**config.mk**
```make
export PLATFORM = sky130hd
export DESIGN_NAME = rst_status_unit
export DESIGN_NICKNAME = d
export VERILOG_FILES = /design/src/rtl/rst_status_pkg.sv /design/src/rtl/rst_pin_filter.sv /design/src/rtl/rst_status_ctrl.sv /design/src/rtl/rst_status_dp.sv /design/src/rtl/rst_status_unit.sv
export SDC_FILE = /design/constraint.sdc
export NUM_CORES = 1
export LEC_CHECK = 0
export BUFFER_PORTS_ARGS = -buffer_cell sky130_fd_sc_hd__buf_2
export CAP_MARGIN = 15
export CELL_PAD_IN_SITES_DETAIL_PLACEMENT = 2
export CELL_PAD_IN_SITES_GLOBAL_PLACEMENT = 2
export CORE_MARGIN = 1
export CORE_UTILIZATION = 25
export CTS_CLUSTER_DIAMETER = 200
export DETAILED_ROUTE_END_ITERATION = 10
export GPL_TIMING_DRIVEN = 0
export HOLD_SLACK_MARGIN = 0.06
export PLACE_DENSITY_LB_ADDON = 0.12
export SLEW_MARGIN = 10
export SYNTH_ARGS = -nofsm -noshare
export SYNTH_HDL_FRONTEND = slang
export SYNTH_SLANG_ARGS = --single-unit
export TNS_END_PERCENT = 20
```
**constraint.sdc**
```tcl
create_clock -name clk -period 1.4 [get_ports clk]
set_clock_uncertainty 0.15 [all_clocks]
set_input_delay 0.28 -clock clk [delete_from_list [all_inputs] [get_ports clk]]
set_output_delay 0.28 -clock clk [all_outputs]
set_load 0.02 [all_outputs]
```
**src/rtl/rst_status_pkg.sv**
```systemverilog
package rst_status_pkg;
  localparam int REG_W    = 8;
  localparam int STICKY_W = 4;

  // Strobes handed from control to datapath each cycle
  typedef struct packed {
    logic setPor;
    logic setPin;
    logic setWdt;
    logic stopFlag;
    logic clrSticky;
    logic wdtWrite;
  } statusStrobes_t;
endpackage

```
**src/rtl/rst_pin_filter.sv**
```systemverilog
module rst_pin_filter #(
  parameter int FILT_LEN    = 4,
  parameter int SYNC_STAGES = 2
) (
  input  logic clk,
  input  logic porN,
  input  logic pinN,
  output logic pinEvt
);
  localparam int CNT_W = $clog2(FILT_LEN + 1);
  localparam logic [CNT_W-1:0] CNT_FULL = CNT_W'(FILT_LEN);
  localparam logic [CNT_W-1:0] CNT_LAST = CNT_W'(FILT_LEN - 1);

  logic [SYNC_STAGES-1:0] syncQ;
  logic [CNT_W-1:0]       lowCnt;
  logic                   syncLow;

  always_ff @(posedge clk or negedge porN) begin
    if (!porN) syncQ <= '1;
    else       syncQ <= {syncQ[SYNC_STAGES-2:0], pinN};
  end

  assign syncLow = ~syncQ[SYNC_STAGES-1];

  always_ff @(posedge clk or negedge porN) begin
    if (!porN)                lowCnt <= '0;
    else if (!syncLow)        lowCnt <= '0;
    else if (lowCnt != CNT_FULL) lowCnt <= lowCnt + 1'b1;
  end

  assign pinEvt = syncLow && (lowCnt == CNT_LAST);


  single_accept_chk: assert property (@(posedge clk) disable iff (!porN)
    pinEvt |=> !pinEvt);

  high_rearms_chk: assert property (@(posedge clk) disable iff (!porN)
    !syncLow |=> !pinEvt);
endmodule

```
**src/rtl/rst_status_ctrl.sv**
```systemverilog
module rst_status_ctrl
  import rst_status_pkg::*;
(
  input  logic           clk,
  input  logic           porN,
  input  logic           bodEvt,
  input  logic           bodEnable,
  input  logic           pinEvt,
  input  logic           wdtTimeout,
  input  logic           stopMode,
  input  logic           rdStrobe,
  input  logic           wrStrobe,
  input  logic           lvdLow,
  input  logic           lvdIrqEn,
  output statusStrobes_t strobes,
  output logic           lvdLive,
  output logic           lvdIrq,
  output logic           rstReq
);
  logic bodHit;
  logic lvdPrev;

  assign bodHit = bodEvt & bodEnable;

  always_comb begin
    strobes           = '0;
    strobes.setPor    = bodHit;
    strobes.setPin    = pinEvt & ~bodHit;
    strobes.setWdt    = wdtTimeout & ~bodHit & ~pinEvt;
    strobes.stopFlag  = stopMode;
    strobes.clrSticky = rdStrobe;
    strobes.wdtWrite  = wrStrobe;
  end

  assign lvdLive = lvdLow & bodEnable;

  always_ff @(posedge clk or negedge porN) begin
    if (!porN) begin
      lvdPrev <= 1'b0;
      lvdIrq  <= 1'b0;
      rstReq  <= 1'b0;
    end else begin
      lvdPrev <= lvdLive;
      lvdIrq  <= lvdIrqEn & lvdLive & ~lvdPrev;
      rstReq  <= bodHit | pinEvt | wdtTimeout;
    end
  end


  bod_off_quiet_chk: assert property (@(posedge clk) disable iff (!porN)
    !bodEnable |=> !lvdIrq);

  irq_single_chk: assert property (@(posedge clk) disable iff (!porN)
    lvdIrq |=> !lvdIrq);

  req_follows_chk: assert property (@(posedge clk) disable iff (!porN)
    (strobes.setPor || strobes.setPin || strobes.setWdt) |=> rstReq);
endmodule

```
**src/rtl/rst_status_dp.sv**
```systemverilog
module rst_status_dp
  import rst_status_pkg::*;
(
  input  logic             clk,
  input  logic             porN,
  input  statusStrobes_t   strobes,
  input  logic [REG_W-1:0] wrData,
  input  logic             lvdLive,
  output logic [REG_W-1:0] rdData,
  output logic [REG_W-1:0] wdtCtlData,
  output logic             wdtCtlWr
);
  localparam logic [STICKY_W-1:0] POR_VALUE = 4'b1000;
  localparam int PAD_W = REG_W - STICKY_W - 1;

  logic [STICKY_W-1:0] sticky;
  logic                anySet;

  assign anySet = strobes.setPor | strobes.setPin | strobes.setWdt;

  always_ff @(posedge clk or negedge porN) begin
    if (!porN)                  sticky <= POR_VALUE;
    else if (anySet)            sticky <= {strobes.setPor, strobes.setPin,
                                           strobes.setWdt, strobes.stopFlag};
    else if (strobes.clrSticky) sticky <= '0;
  end

  always_ff @(posedge clk or negedge porN) begin
    if (!porN) begin
      wdtCtlWr   <= 1'b0;
      wdtCtlData <= '0;
    end else begin
      wdtCtlWr <= strobes.wdtWrite;
      if (strobes.wdtWrite) wdtCtlData <= wrData;
    end
  end

  assign rdData = strobes.clrSticky ? {sticky, {PAD_W{1'b0}}, lvdLive} : '0;


  read_clears_chk: assert property (@(posedge clk) disable iff (!porN)
    (strobes.clrSticky && !anySet) |=> (sticky == '0));

  cause_onehot_chk: assert property (@(posedge clk) disable iff (!porN)
    $onehot0(sticky[STICKY_W-1:1]));

  wdt_write_chk: assert property (@(posedge clk) disable iff (!porN)
    strobes.wdtWrite |=> (wdtCtlWr && $stable(sticky) || anySet || $past(anySet)));
endmodule

```
**src/rtl/rst_status_unit.sv**
```systemverilog
module rst_status_unit
  import rst_status_pkg::*;
#(
  parameter int FILT_LEN    = 4,
  parameter int SYNC_STAGES = 2
) (
  input  logic       clk,
  input  logic       porN,
  input  logic       extRstN,
  input  logic       wdtTimeout,
  input  logic       bodEvt,
  input  logic       bodEnable,
  input  logic       lvdLow,
  input  logic       lvdIrqEn,
  input  logic       stopMode,
  input  logic       regSel,
  input  logic       rdEn,
  input  logic       wrEn,
  input  logic [7:0] wrData,
  output logic [7:0] rdData,
  output logic [7:0] wdtCtlData,
  output logic       wdtCtlWr,
  output logic       lvdIrq,
  output logic       rstReq
);
  statusStrobes_t strobes;
  logic pinEvt;
  logic lvdLive;

  rst_pin_filter #(.FILT_LEN(FILT_LEN), .SYNC_STAGES(SYNC_STAGES)) uFilt (
    .clk(clk), .porN(porN), .pinN(extRstN), .pinEvt(pinEvt)
  );

  rst_status_ctrl uCtrl (
    .clk(clk), .porN(porN), .bodEvt(bodEvt), .bodEnable(bodEnable),
    .pinEvt(pinEvt), .wdtTimeout(wdtTimeout), .stopMode(stopMode),
    .rdStrobe(regSel & rdEn), .wrStrobe(regSel & wrEn),
    .lvdLow(lvdLow), .lvdIrqEn(lvdIrqEn), .strobes(strobes),
    .lvdLive(lvdLive), .lvdIrq(lvdIrq), .rstReq(rstReq)
  );

  rst_status_dp uDp (
    .clk(clk), .porN(porN), .strobes(strobes), .wrData(wrData),
    .lvdLive(lvdLive), .rdData(rdData), .wdtCtlData(wdtCtlData),
    .wdtCtlWr(wdtCtlWr)
  );
endmodule

```
======== Word level (Yosys, flattened, before mapping) ========
Cells that the tools add are included.
Widths: inputs -> output; s select.
cells by class
  add/sub/neg operators ................... 1
  $mul .................................... 0
  divide/modulo/power cells ............... 0
  order comparisons ....................... 0
  equality and inequality tests ........... 2
  shifts and indexed selects .............. 0
  multiplexer cells ....................... 5
  bitwise operators ....................... 17
  reduce and logical (&&, ||, !) cells .... 3
operators with widths
  kind                 count
  $and 1x1->1          9
  $mux 4               2
  $mux 8               1
  $mux 3               2
  $not 1->1            4
  $or 1x1->1           4
  $reduce_bool 2->1    2
  $add 3x1->3 const B  1
  $eq 3x2->1 const B   1
  $ne 3x3->1 const B   1
  $logic_and 1x1->1    1
word-level totals
  register bits ........................... 21
  latch bits .............................. 0
  RAM bits ................................ 0
  memory bits (read-only) ................. 0
  input port bits ......................... 20
  memories kept ........................... 0

======== Longest topological paths before layout ========
Gate-level depths: netlist (run 1).
  depth after elaboration ................. 6
  depth in mapped cells ................... 5
  gate-level depth less buffers ........... 5

======== Cells and area by module ========
Synthesis (run 1) repeated with hierarchy kept, for this count alone.
unflattened totals
  cells, all modules ...................... 76
  area total of the unflattened synthesis .. 983.4 um2
by module, submodules not included
  module           instances  cells an instance  area an instance (um2)
  rst_status_dp    1          41                 586.8
  rst_pin_filter   1          20                 232.7
  rst_status_ctrl  1          13                 151.4
  rst_status_unit  1          2                  12.5

======== Worst setup path after synthesis (run 1) ========
No wires, ideal clock.
  path type ............................... register -> register
  start ................................... reg uFilt.lowCnt[0]
  end ..................................... reg uDp.sticky[0]
  arrival ................................. 1283 ps
  data required time ...................... 1171 ps
  path slack .............................. -113 ps
  cell stages (with the launch flop) ...... 6
  period minus slack after synthesis ...... 1513 ps
  path through ............................ dfrtp_1 -> ha_1 -> ha_1 -> nor2b_2 -> a211oi_4 -> mux2i_1
between the ends
  longest elaborated chain between the ends .. 6
  elaborated cells on any way between the ends .. 9
ends and longest elaborated chain
  item                                         line                                          RTL
  from (decl)                                  rst_pin_filter.sv:15                          logic [CNT_W-1:0] lowCnt;
  from (signal assigned)                       rst_pin_filter.sv:28                          else if (lowCnt != CNT_FULL) lowCnt <= lowCnt + 1'b1;
  $eq 3x2->1 (*)                               rst_pin_filter.sv:31                          assign pinEvt = syncLow && (lowCnt == CNT_LAST);
  $logic_and 1x1->1 (*)                        rst_pin_filter.sv:31
  $and 1x1->1 or $not 1->1 (tied branches)     rst_status_ctrl.sv:28, rst_status_ctrl.sv:29
  $or 1x1->1 or $and 1x1->1 (tied branches)    rst_status_dp.sv:19, rst_status_ctrl.sv:29
  $or 1x1->1 (*)                               rst_status_dp.sv:19                           assign anySet = strobes.setPor | strobes.setPin | strobes.setWdt;
  $mux 4 or $reduce_bool 2->1 (tied branches)  -
  to (signal assigned)                         rst_status_dp.sv:23                           else if (anySet) sticky <= {strobes.setPor, strobes.setPin,
  to (decl)                                    rst_status_dp.sv:16                           logic [STICKY_W-1:0] sticky;
Mark *: on every way between the ends. The rest lies on a longest branch, timed or not.
A chain may end at the register's enable or synchronous reset.

======== Final worst setup path (run 1) ========
  start ................................... reg uDp.sticky[3]
  end ..................................... out rdData[7]
between the ends
  longest elaborated chain between the ends .. 1
ends and longest elaborated chain
  item       line                   RTL
  $mux 8     rst_status_dp.sv:38    assign rdData = strobes.clrSticky ? {sticky, {PAD_W{1'b0}}, lvdLive} : '0;
  to (decl)  rst_status_unit.sv:20  output logic [7:0] rdData,
Every way passes these cells.

==> results of run 1 <==
registers in the layout (all words and copies together) (netlist names):
signal          cells
uDp.wdtCtlData      8
uDp.sticky          4
uFilt.lowCnt        3
uFilt.syncQ         2
uCtrl.lvdIrq        1
uCtrl.lvdPrev       1
uCtrl.rstReq        1
uDp.wdtCtlWr        1
cell type report:
class | instances | area (um^2) | share of cell area [%]
clock inverter | 1 | 5.00 | 0.377
clock buffer | 3 | 22.5 | 1.70
inverter | 8 | 30.0 | 2.26
timing repair buffer | 49 | 332 | 25.0
buffer | 3 | 22.5 | 1.70
sequential | 21 | 529 | 39.9
multi-input combinational | 39 | 328 | 24.7
tap | 46 | 57.6 | 4.34
layer usage:
metal	share of wire, %	GRT usage [%]	vias up
met5	0	0	-
met4	1.4	5.71	0
met3	4.6	4.41	5
met2	56	22.7	16
met1	38	13.8	360
li1	-	-	332
cells by family (layout without fill, tap and decap cells):
kind of cell    count (synthesis)  after routing  synth area share (%)
xor+xnor                        1              1                 0.990
flops                          21             21                  59.8
fa+ha+maj                       3              3                  4.24
mux                             9              9                  11.3
compound gates                  8              8                  7.21
other cells                     1              3                 0.424
buf+inv                        11             64                  5.94
simple gates                   15             15                  10.0
stage by stage:
step	hold slack (ps)	worst slack (ps)	total power [W]	utilization, %	instances
after floorplan	-166	-86.6	0.00103	-	71
after global placement	121	-165	0.00116	33.7	152
after detailed placement	116	-215	0.00119	33.7	152
after CTS	66.5	-193	0.00153	39.0	170
after global routing	65.4	-224	0.00163	39.4	170
final	76.6	-167	0.00151	39.4	170
worst max-delay path: cells and delay by family, from the launching register on:
family / cells / cell delay (ps)
buf+inv: 1 / 110
flops: 1 / 550
simple gates: 1 / 170
power by group through the flow:
stage | Sequential, W | Clock, W | Combinational [W]
final | 0.000767 | 0.000286 | 0.000452
after global routing | 0.000780 | 0.000335 | 0.000513
after CTS | 0.000769 | 0.000308 | 0.000456
after detailed placement | 0.000787 | 0 | 0.000404
after global placement | 0.000778 | 0 | 0.000381
after floorplan | 0.000820 | 0 | 0.000213
repair_timing:
action,in CTS,in global routing
resized for setup,3,5
hold endpoints to repair,30,0
cloned,0,0
hold buffers,13,0
pin swaps,3,2
setup buffers,1,0
setup endpoints to repair,7,9
worst paths after layout:
path / startpoint / endpoint / slack [ps] / cells after the start
setup / recovery: uDp.sticky[3]$_DFFE_PN1P_ / rdData[7] / -170 / 2
hold / removal: bodEvt / uDp.sticky[2]$_DFFE_PN0P_ / 80 / 2
setup reg to reg: uFilt.lowCnt[1]$_DFFE_PN0P_ / uDp.sticky[0]$_DFFE_PN0P_ / -150 / 5
hold reg to reg: uFilt.syncQ[0]$_DFF_PN1_ / uFilt.syncQ[1]$_DFF_PN1_ / 210 / 0
max in group asynchronous: porN / uFilt.syncQ[0]$_DFF_PN1_ / 450 / 2
min in group asynchronous: porN / uDp.wdtCtlData[0]$_DFFE_PN0P_ / 290 / 2
Yosys cell counts:
library cell	n
sky130_fd_sc_hd__dfrtp_1	18
sky130_fd_sc_hd__inv_1	8
sky130_fd_sc_hd__mux2_2	8
sky130_fd_sc_hd__nand2_1	5
sky130_fd_sc_hd__a21oi_1	4
sky130_fd_sc_hd__and3_2	4
sky130_fd_sc_hd__buf_4	3
sky130_fd_sc_hd__dfstp_2	3
sky130_fd_sc_hd__ha_1	3
sky130_fd_sc_hd__nor2_1	2
sky130_fd_sc_hd__a211oi_1	1
sky130_fd_sc_hd__a211oi_4	1
sky130_fd_sc_hd__a31oi_1	1
sky130_fd_sc_hd__a32o_1	1
sky130_fd_sc_hd__conb_1	1
sky130_fd_sc_hd__mux2i_1	1
sky130_fd_sc_hd__nand2_4	1
sky130_fd_sc_hd__nand3_1	1
sky130_fd_sc_hd__nor2b_2	1
sky130_fd_sc_hd__nor3b_1	1
sky130_fd_sc_hd__xnor2_1	1
==> summary by stage, run 1 <==
Run status
The flow ran to the end, but the final reports show violations. The checks that failed: negative setup slack.

Routing
The starting DRC count in detailed routing is 9. The count of nets left with antenna violations once routing finished came out at 0. The total wire length after detailed routing is 2.12 mm. The average wire per cell in the routed design is ~12 um. The average via count per standard cell is 4.19. The vias after detailed routing is 713. The number of remaining DRC errors is 0. For this run, the detailed router's first-pass iteration total came to 2.

Timing
The number of pins exceeding their max-slew limit in the final report was 0. Setup repair after global routing could not meet its margin everywhere. The final setup violation count is 7.

The worst path setup slack after routing is -167 ps. For the final routed database, the setup TNS stands at -646 ps. Subtracting the final worst setup slack from the clock period gives about 1600 ps. The final count of hold timing violations is 0. The maximum clock frequency is about 640 MHz. In the finished design, the share of the clock period the worst path needs comes to 112%.

Die
The horizontal die dimension is 61.5 um. The total die area is around 3800 um^2. The standard-cell row count is 21. The starting density of the core is between 20% and 30%. The vertical die dimension is between 60 and 70 um. The core region is 3360 um^2. For this design the top-level I/O count stands at 39.

Place
Buffers placed on the I/O ports in this run total 35. Routability-driven placement finished with a final weighted congestion of 0.689. The post-detailed-placement half-perimeter wirelength is about 1.6 mm.

In this run the cell area measured after placement is 1130 um^2.

Synthesis
The cell count after synthesis is 69. The number of synthesized register bits is 21. Each instance of the synthesized netlist takes up on average between 10 and 15 um^2. The Yosys step of the flow raised 0 warnings. The fraction of synthesized cell area taken by the top area cell type is between 50% and 60%. In the post-synthesis netlist, the biggest area contributors are sky130_fd_sc_hd__dfrtp_1 (51%), sky130_fd_sc_hd__mux2_2 (10%), sky130_fd_sc_hd__dfstp_2 (8.9%).

The share of the Yosys chip area taken by registers is 59.8%. The cell type contributing the most total cell area after synthesis is sky130_fd_sc_hd__dfrtp_1. The netlist area before placement is 885 um^2. Synthesis instantiated 21 different standard cells from the library.

Worst setup path
The critical path goes through and3_4, buf_6. For the worst setup path, the data arrival time is 1140 ps. In this design, the stage delay of the slowest critical-path cell is between 500 and 600 ps. The cell with the largest stage delay on the worst path is sky130_fd_sc_hd__dfstp_2. Of all nets on the critical path, the largest fanout is 2. The critical path data required time is 970 ps.

STA classifies the critical path startpoint as a register. STA classifies the critical path endpoint as an output port. The worst setup path is of the reg2out kind.

Pwr
Of the total power, the share spent switching nets is 31.3%. The peak supply drop is 0.000517 V. Dividing total power by cell area gives a power density of 1130 nW/um^2. For this design the static power due to leakage is 0.660 nW. The proportion of power drawn by combinational gates is 30.0%.

The switching power of the nets is ~0.00047 W. Per report_power, the sequential group accounts for 51.0% of the total. The cell-internal power is 0.00103 W.

The clock network accounts for 19.0% of the total power.

Cells and area
Relative to the synthesized area, the layout overhead comes to 49.9%. At the end of the flow, the number of nets in the layout was 148. 0 antenna diodes ended up in the layout. In the layout the commonest cells are sky130_fd_sc_hd__buf_2 (32), sky130_fd_sc_hd__dfrtp_1 (18), sky130_fd_sc_hd__dlygate4sd3_1 (13), sky130_fd_sc_hd__inv_1 (8), sky130_fd_sc_hd__mux2_2 (8). The post-route netlist has 50.8% of its cells at a drive strength greater than 1.

The final design area excluding fillers is ~1300 um^2. The library cell used most frequently in the layout, excluding fill and tap cells, is sky130_fd_sc_hd__buf_2. The layout filler cell count is between 400 and 500.

Global routing
Global routing consumed, over all layers together, between 10% and 20% of the routing resources. The first-pass GRT wire length is 3.37 mm. Summed over all layers, the global routing overflow is 0.

The number of global-route vias before repair was 744. Entering global routing, the biggest net connects 22 pins. The number of antenna violations at the first check in global routing was 0.

Clock tree
The TritonCTS clock tree is built. Buffers inserted during clock tree synthesis total 3. In this run the number of H-tree levels came out at 1. At the later pin of the worst-skew pair, clock insertion delay measures around 300 ps. The maximum buffer depth of the clock tree is 2. The library cell used as clock root buffer is sky130_fd_sc_hd__clkbuf_4. The clock net in this run drives a total of 21 sinks.

The clock transition time at the flip-flop clock pins of the worst setup and hold paths is 120 ps.

Worst hold path
The class of the tightest hold or removal check is in2reg.

Job
The max-capacitance violation count is 0.
No activity file was read; power rests on OpenSTA's default activity.
==> inputs of run 2 (changes only) <==
ABC_CLOCK_PERIOD_IN_PS = 1400   (was not set)
CELL_PAD_IN_SITES_DETAIL_PLACEMENT = not set   (was 2)
CELL_PAD_IN_SITES_GLOBAL_PLACEMENT = not set   (was 2)
CORE_UTILIZATION = 41   (was 25)
==> summary by stage, run 2 (synthesis gave the netlist of run 1 again) <==
Cells and area
From synthesis to final layout, the design area changed by 43.1%. The largest registers in the layout are uDp.wdtCtlData (8), uDp.sticky (4), uFilt.lowCnt (3). In the final design database the tool counted 145 nets. The final design area excluding fillers is around 1300 um^2. The share of layout cells above drive strength 1 is 53.7%. The post-route non-filler standard cell count is 148.

The register ranked first by flip-flop count is uDp.wdtCtlData. The final core utilization is 63.2%. Leaving out fill and tap cells, the most frequent cells in the layout are sky130_fd_sc_hd__buf_2 (33), sky130_fd_sc_hd__dfrtp_1 (18), sky130_fd_sc_hd__dlygate4sd3_1 (9), sky130_fd_sc_hd__inv_1 (8), sky130_fd_sc_hd__mux2_2 (8). The library cell used most frequently in the layout, excluding fill and tap cells, is sky130_fd_sc_hd__buf_2. 0 antenna diodes ended up in the layout. The number of flip-flops in the largest register is 8.

Routing
Wires add up to 1.54 mm. The routed layout has 667 vias. The total length of routed met2 wires is 741 um. In this run the top signal layer used is met4.

In the routed design, unresolved DRC markers number 0. The average wire per cell in the routed design is 10.4 um. Before antenna repair, the detailed router went through 4 iterations. Detailed routing placed a total of 105 um of wire on met3. For this block, wires on met1 add up to 677 um. The final antenna-violating net count is 0. The average via count per standard cell is between 4 and 5. In this run, the number of DRC markers left after iteration 0 of detailed routing was 5.

Global routing
The number of antenna violations at the first check in global routing was 0. The number of global-route vias before repair is 663. The overall overflow remaining after global route is 0. The first global-routing pass estimated about 2.6 mm of wire. Entering global routing, the biggest net connects 22 pins. The aggregate global-route resource usage is 14.1%.

Worst setup path
The register-to-register setup slack is -110 ps. The arrival time at the worst endpoint is ~1100 ps. The worst setup path is captured at an output port. STA puts the critical path data required time at between 900 and 1000 ps. The launch point of the critical path is uDp.sticky[3]$_DFFE_PN1P_. The critical path ends at rdData[7]. For this run, the slowest stage of the critical path takes approximately 550 ps. The worst setup path is launched from a register. The highest net fanout along the worst path is 2. The critical path goes through and3_4, buf_6.

The depth of the worst register-to-register path is 5. The endpoint identified for the worst register-to-register timing path is uDp.sticky[0]$_DFFE_PN0P_. The worst setup path category is reg2out. The cell with the largest stage delay on the worst path is sky130_fd_sc_hd__dfstp_2.

The launching point of the worst reg2reg path is uFilt.lowCnt[0]$_DFFE_PN0P_.

Timing
Setup repair after global routing could not meet its margin everywhere. Setup slack on the critical path of the routed design comes to -135 ps. The final sum of negative setup slack is -483 ps. The final setup violation count is 5. The number of pins exceeding their max-slew limit in the final report was 0.

The final critical path time including I/O delays and setup is 1530 ps. The maximum clock frequency is 652 MHz. The part of the cycle the worst path needs is 110%.

The final count of hold timing violations is 0.

Clock tree
Clock tree synthesis found a total of 21 sinks. Clock tree synthesis selected as its root buffer the cell sky130_fd_sc_hd__clkbuf_4. TritonCTS created 3 clock buffers. Clock-pin slew was measured on the worst setup and hold paths at roughly 110 ps. The maximum buffer depth of the clock tree is 2. The clock network latency to the later pin of the worst-skew pair is 290 ps. The total number of H-tree levels is 1.

TritonCTS built the clock tree.

Die
Once the floorplan was initialized, standard cells occupied 44.2% of the core. In this run the count of I/O pins placed on the die edge is 39. In this run the standard cell core region covers 2000 um^2. In this run the core area contains 16 standard-cell rows. The vertical die dimension is 48.5 um. The total die area is 2350 um^2. The horizontal die dimension is 48.5 um.

Place
The placed instances occupy a cell area of 1110 um^2. The count of buffers added on input and output ports is 35. The post-detailed-placement half-perimeter wirelength is 1.09 mm. The number of cells after detailed placement is 133.

At the end of routability-driven placement, the weighted congestion stood at 0.726. The placement-stage worst setup slack is -165 ps.

Worst hold path
Counting instances, the worst hold path has a depth of 3. The launch point of the worst hold path is lvdLow. The path class of the tightest hold or removal check is in2reg.

Run status
The flow ran to the end, but the final reports show violations. The checks that failed: negative setup slack.

Pwr
In this run the power density over the cells is 1180 nW/um^2. The total leakage power is 0.650 nW. The peak supply drop is 0.000722 V.

Job
Across the run, the number of max-cap violations was 0.
==> run 2: cell types whose count changed in the layout (fill, tap and decap cells not counted), sizes merged <==
| cell | delta |
|---|---|
| dlygate4sd3 | -4 |
| buf | +1 |
==> run 2: worst max-delay path, delay by kind of cell (launching register included) <==
family / cells / cell delay, ps
buffers and inverters: 1 / 110
DFF: 1 / 550
and+or+nand+nor: 1 / 170
==> run 2: where the power goes <==
group	switching, W	leakage [nW]	total (W)	internal (W)
clock network	0.000171	0.0177	0.000277	0.000106
logic	0.000231	0.380	0.000458	0.000227
registers	0.0000525	0.252	0.000760	0.000707
==> run 2: how the worst min path moves through the flow <==
stage                               endpoint  slack (ps)
2_1_floorplan         uCtrl.lvdIrq$_DFF_PN0_        -170
3_3_place_gp          uCtrl.rstReq$_DFF_PN0_         110
3_5_place_dp       uDp.sticky[0]$_DFFE_PN0P_         100
4_1_cts        uDp.wdtCtlData[4]$_DFFE_PN0P_          60
5_1_grt        uDp.wdtCtlData[4]$_DFFE_PN0P_          60
6_report             uCtrl.lvdPrev$_DFF_PN0_          70
==> run 2: what timing repair did <==
item	CTS	global route
hold buffers	9	0
buffers inserted	2	0
resized for setup	3	4
pin swaps	3	1
endpoints found under the setup margin	7	9
endpoints found under the hold margin	26	0
==> run 2: layout make-up <==
type / instances / area, um^2
Buffer: 3 / 22.5
Clock buffer: 3 / 22.5
Clock inverter: 1 / 5.00
Fill cell: 169 / 736
Inverter: 8 / 30.0
Multi-Input combinational cell: 39 / 330
Sequential cell: 21 / 529
Tap cell: 27 / 33.8
Timing Repair Buffer: 46 / 293
==> run 2: metrics by stage <==
stage                     hold slack (ps)  total power [W]
after global routing                 64.3          0.00160
after global placement                109          0.00115
after CTS                            60.2          0.00150
after detailed placement              103          0.00116
after floorplan                      -166          0.00103
final                                67.7          0.00150
==> run 2: routing by layer <==
metal / up-vias / GRT usage [%]
li1: 329 / -
met5: - / 0
met3: 2 / 2.20
met2: 31 / 25.6
met4: 0 / 5.88
met1: 305 / 16.6
==> inputs of run 3 (changes only) <==
CORE_ASPECT_RATIO = 0.75   (was not set)
CTS_CLUSTER_DIAMETER = not set   (was 200)
REMOVE_ABC_BUFFERS = 1   (was not set)
==> summary by stage, run 3 (synthesis gave the netlist of run 1 again) <==
Run status
The flow ran to the end, but the final reports show violations. The checks that failed: negative setup slack.

Worst setup path
The top cell family by delay on the critical path is flip-flops. The worst setup path is of the reg2out kind. The kind of launch point of the worst setup path is a register.

The arrival time at the worst endpoint is around 1100 ps. On the worst path, the slowest cell contributes a delay of roughly 550 ps. The number of buffers and inverters on the critical path is 1. The type of destination of the critical path is an output port.

The critical path data required time is roughly 970 ps. Walking the worst path, the cells encountered are and3_4, buf_6. In this run the worst path has a maximum fanout of 2. The largest individual stage delay along the critical path comes from the cell sky130_fd_sc_hd__dfstp_2.

Cells and area
The layout filler cell count is roughly 170. The library cells used most frequently in the layout, excluding fill and tap cells, are sky130_fd_sc_hd__buf_2 (34), sky130_fd_sc_hd__dfrtp_1 (18), sky130_fd_sc_hd__dlygate4sd3_1 (15), sky130_fd_sc_hd__inv_1 (8), sky130_fd_sc_hd__mux2_2 (8). The area growth from synthesis to layout is 46.4%.

The final antenna diode count is 0. Summing all multi-input logic gate instances after layout gives 329 um^2. The most common library cell in the layout ignoring fill and taps is sky130_fd_sc_hd__buf_2. The sequential cell area is 529 um^2. The final design area excluding fillers is 1290 um^2. The number of nets in the layout is 148. The number of flip-flops in the largest register is 8.

The largest registers in the layout are uDp.wdtCtlData (8), uDp.sticky (4), uFilt.lowCnt (3). The share of layout cells above drive strength 1 is roughly half. The register ranked first by flip-flop count is uDp.wdtCtlData.

Pwr
Overall power consumption after layout is estimated at 0.00149 W. The switching power of the nets is 0.000465 W. The share of total power dissipated in the clock network is 19.9%. The proportion of power drawn by combinational gates is 28.6%. The peak supply drop is 0.000992 V. The analysis attributes to cell leakage a power of 0.655 nW.

The portion of total power attributed to sequential cells is 51.5%. The cell-internal power is 0.00102 W. Power spread over the standard cell area amounts to 1150 nW/um^2.

Net switching is ~31% of the power.

Timing
The final count of hold timing violations is 0. Of the available clock period, the critical path in the final layout requires 111%. The post-route worst hold slack is ~64 ps. The smallest clock period supported by the final layout is computed as 1550 ps. Setup repair after global routing could not meet its margin everywhere.

The worst path setup slack after routing is -155 ps. The number of pins exceeding their max-slew limit in the final report came to 0. Setup violations remaining at the end of the flow were counted as 8. Derived from the worst setup path, the maximum achievable clock frequency is 643 MHz.

Place
The cell area after placement is 1070 um^2. The final RePlAce weighted congestion is 0.749. The post-detailed-placement half-perimeter wirelength is 1.14 mm.

During placement, the flow inserted port buffers numbering 35.

Die
The initialized floorplan defines 14 standard-cell rows. The vertical die dimension is 42.2 um. The boundary pin count is 39.

The total die area is 2350 um^2. In this run the standard cell core region covers 2010 um^2. The starting density of the core is 43.9%. The die is 55.6 um wide.

Clock tree
TritonCTS built the clock tree. The TritonCTS sink count is 21. In this run the number of H-tree levels came out at 1. The library cell used as clock root buffer is sky130_fd_sc_hd__clkbuf_4. Counting along the longest clock path gives a buffer depth of 2. After clock tree synthesis, the clock-pin slew on the worst setup and hold paths is 120 ps.

Clock tree synthesis inserted a total of 3 buffers. The clock network latency to the later pin of the worst-skew pair is approximately 300 ps.

Routing
For this block, the via count after detailed routing is 684. The average via count per standard cell is 4.62. The starting DRC count in detailed routing is 9. Wires add up to roughly 1.6 mm. After detailed routing, the number of remaining DRC violations is 0. The count of nets left with antenna violations once routing finished came out at 0. The average wire per cell in the routed design is 10.9 um.

The detailed-router iteration count before antenna repair is 3.

Global routing
The number of global-route vias before repair is 658. The total overflow left after global routing is 0. The first-pass GRT wire length is around 2.8 mm.

The maximum number of pins on one net before global-route repair is 22. In the global route stage, overall resource usage came out at 16.0%. The number of antenna violations at the first check in global routing is 0.

Job
Across the run, the number of max-cap violations was 0.

Worst hold path
The class of the tightest hold or removal check is in2reg.
==> run 3: changes by cell type in the layout (fill, tap and decap cells not counted), sizes merged <==
cell,change
clkinvlp,+1
dlygate4sd3,+6
buf,-3
clkinv,-1
==> run 3: metrics by stage <==
stage               std cells  util (%)  worst slack, ps  TNS [ps]
floorplan                  68         -             -113      -225
global placement          127      53.4             -186      -446
detailed placement        127      53.4             -182      -425
CTS                       145      62.9             -173      -913
global route              148      64.3             -244     -1380
finish                    148      64.3             -155      -792
==> run 3: metal layers <==
layer | up-vias | part of all wire (%) | global-route usage (%)
li1 | 335 | - | -
met1 | 325 | 45 | 20.2
met2 | 24 | 49 | 25.8
met3 | 0 | 6.3 | 7.10
met4 | 0 | 0 | 3.50
met5 | - | 0 | 0
==> run 3: worst register-to-register path: cells and delay by family, from the launching register on <==
kind                       cells  cell delay (ps)
adders and majority gates      2              340
buffers and inverters          2              180
and+or+nand+nor                1              130
DFF                            1              420
AOI/OAI and AO/OA              1              210
==> run 3: final timing paths <==
kind,start,endpoint,slack [ps],cells after the start
min in group asynchronous,porN,uCtrl.lvdPrev$_DFF_PN0_,300,2
min reg2reg,uFilt.syncQ[0]$_DFF_PN1_,uFilt.syncQ[1]$_DFF_PN1_,220,0
max in group asynchronous,porN,uFilt.syncQ[1]$_DFF_PN1_,450,2
min,lvdLow,uCtrl.lvdPrev$_DFF_PN0_,60,3
max,uDp.sticky[3]$_DFFE_PN1P_,rdData[7],-150,2
max reg2reg,uFilt.lowCnt[0]$_DFFE_PN0P_,uCtrl.rstReq$_DFF_PN0_,-120,6
==> run 3: what timing repair did <==
action	4_1_cts	5_1_grt
endpoints found under the setup margin	9	9
hold buffers	13	2
setup buffers	1	1
resized for setup	7	0
endpoints found under the hold margin	30	1
pin swaps	4	2
==> run 3: final cells by class <==
type	count	share of cell area, %
well taps	24	2.32
inverters	8	2.32
clock buffers	3	1.74
flip-flops and latches	21	40.9
multi-input cells	39	25.4
repair buffers	52	26.8
clock inverters	1	0.580
==> run 3: power by group through the flow <==
stage	combinational, W	clock (W)	sequential (W)
global route	0.000472	0.000338	0.000784
CTS	0.000423	0.000314	0.000768
global placement	0.000360	0	0.000773
floorplan	0.000199	0	0.000819
finish	0.000426	0.000296	0.000767
detailed placement	0.000376	0	0.000778
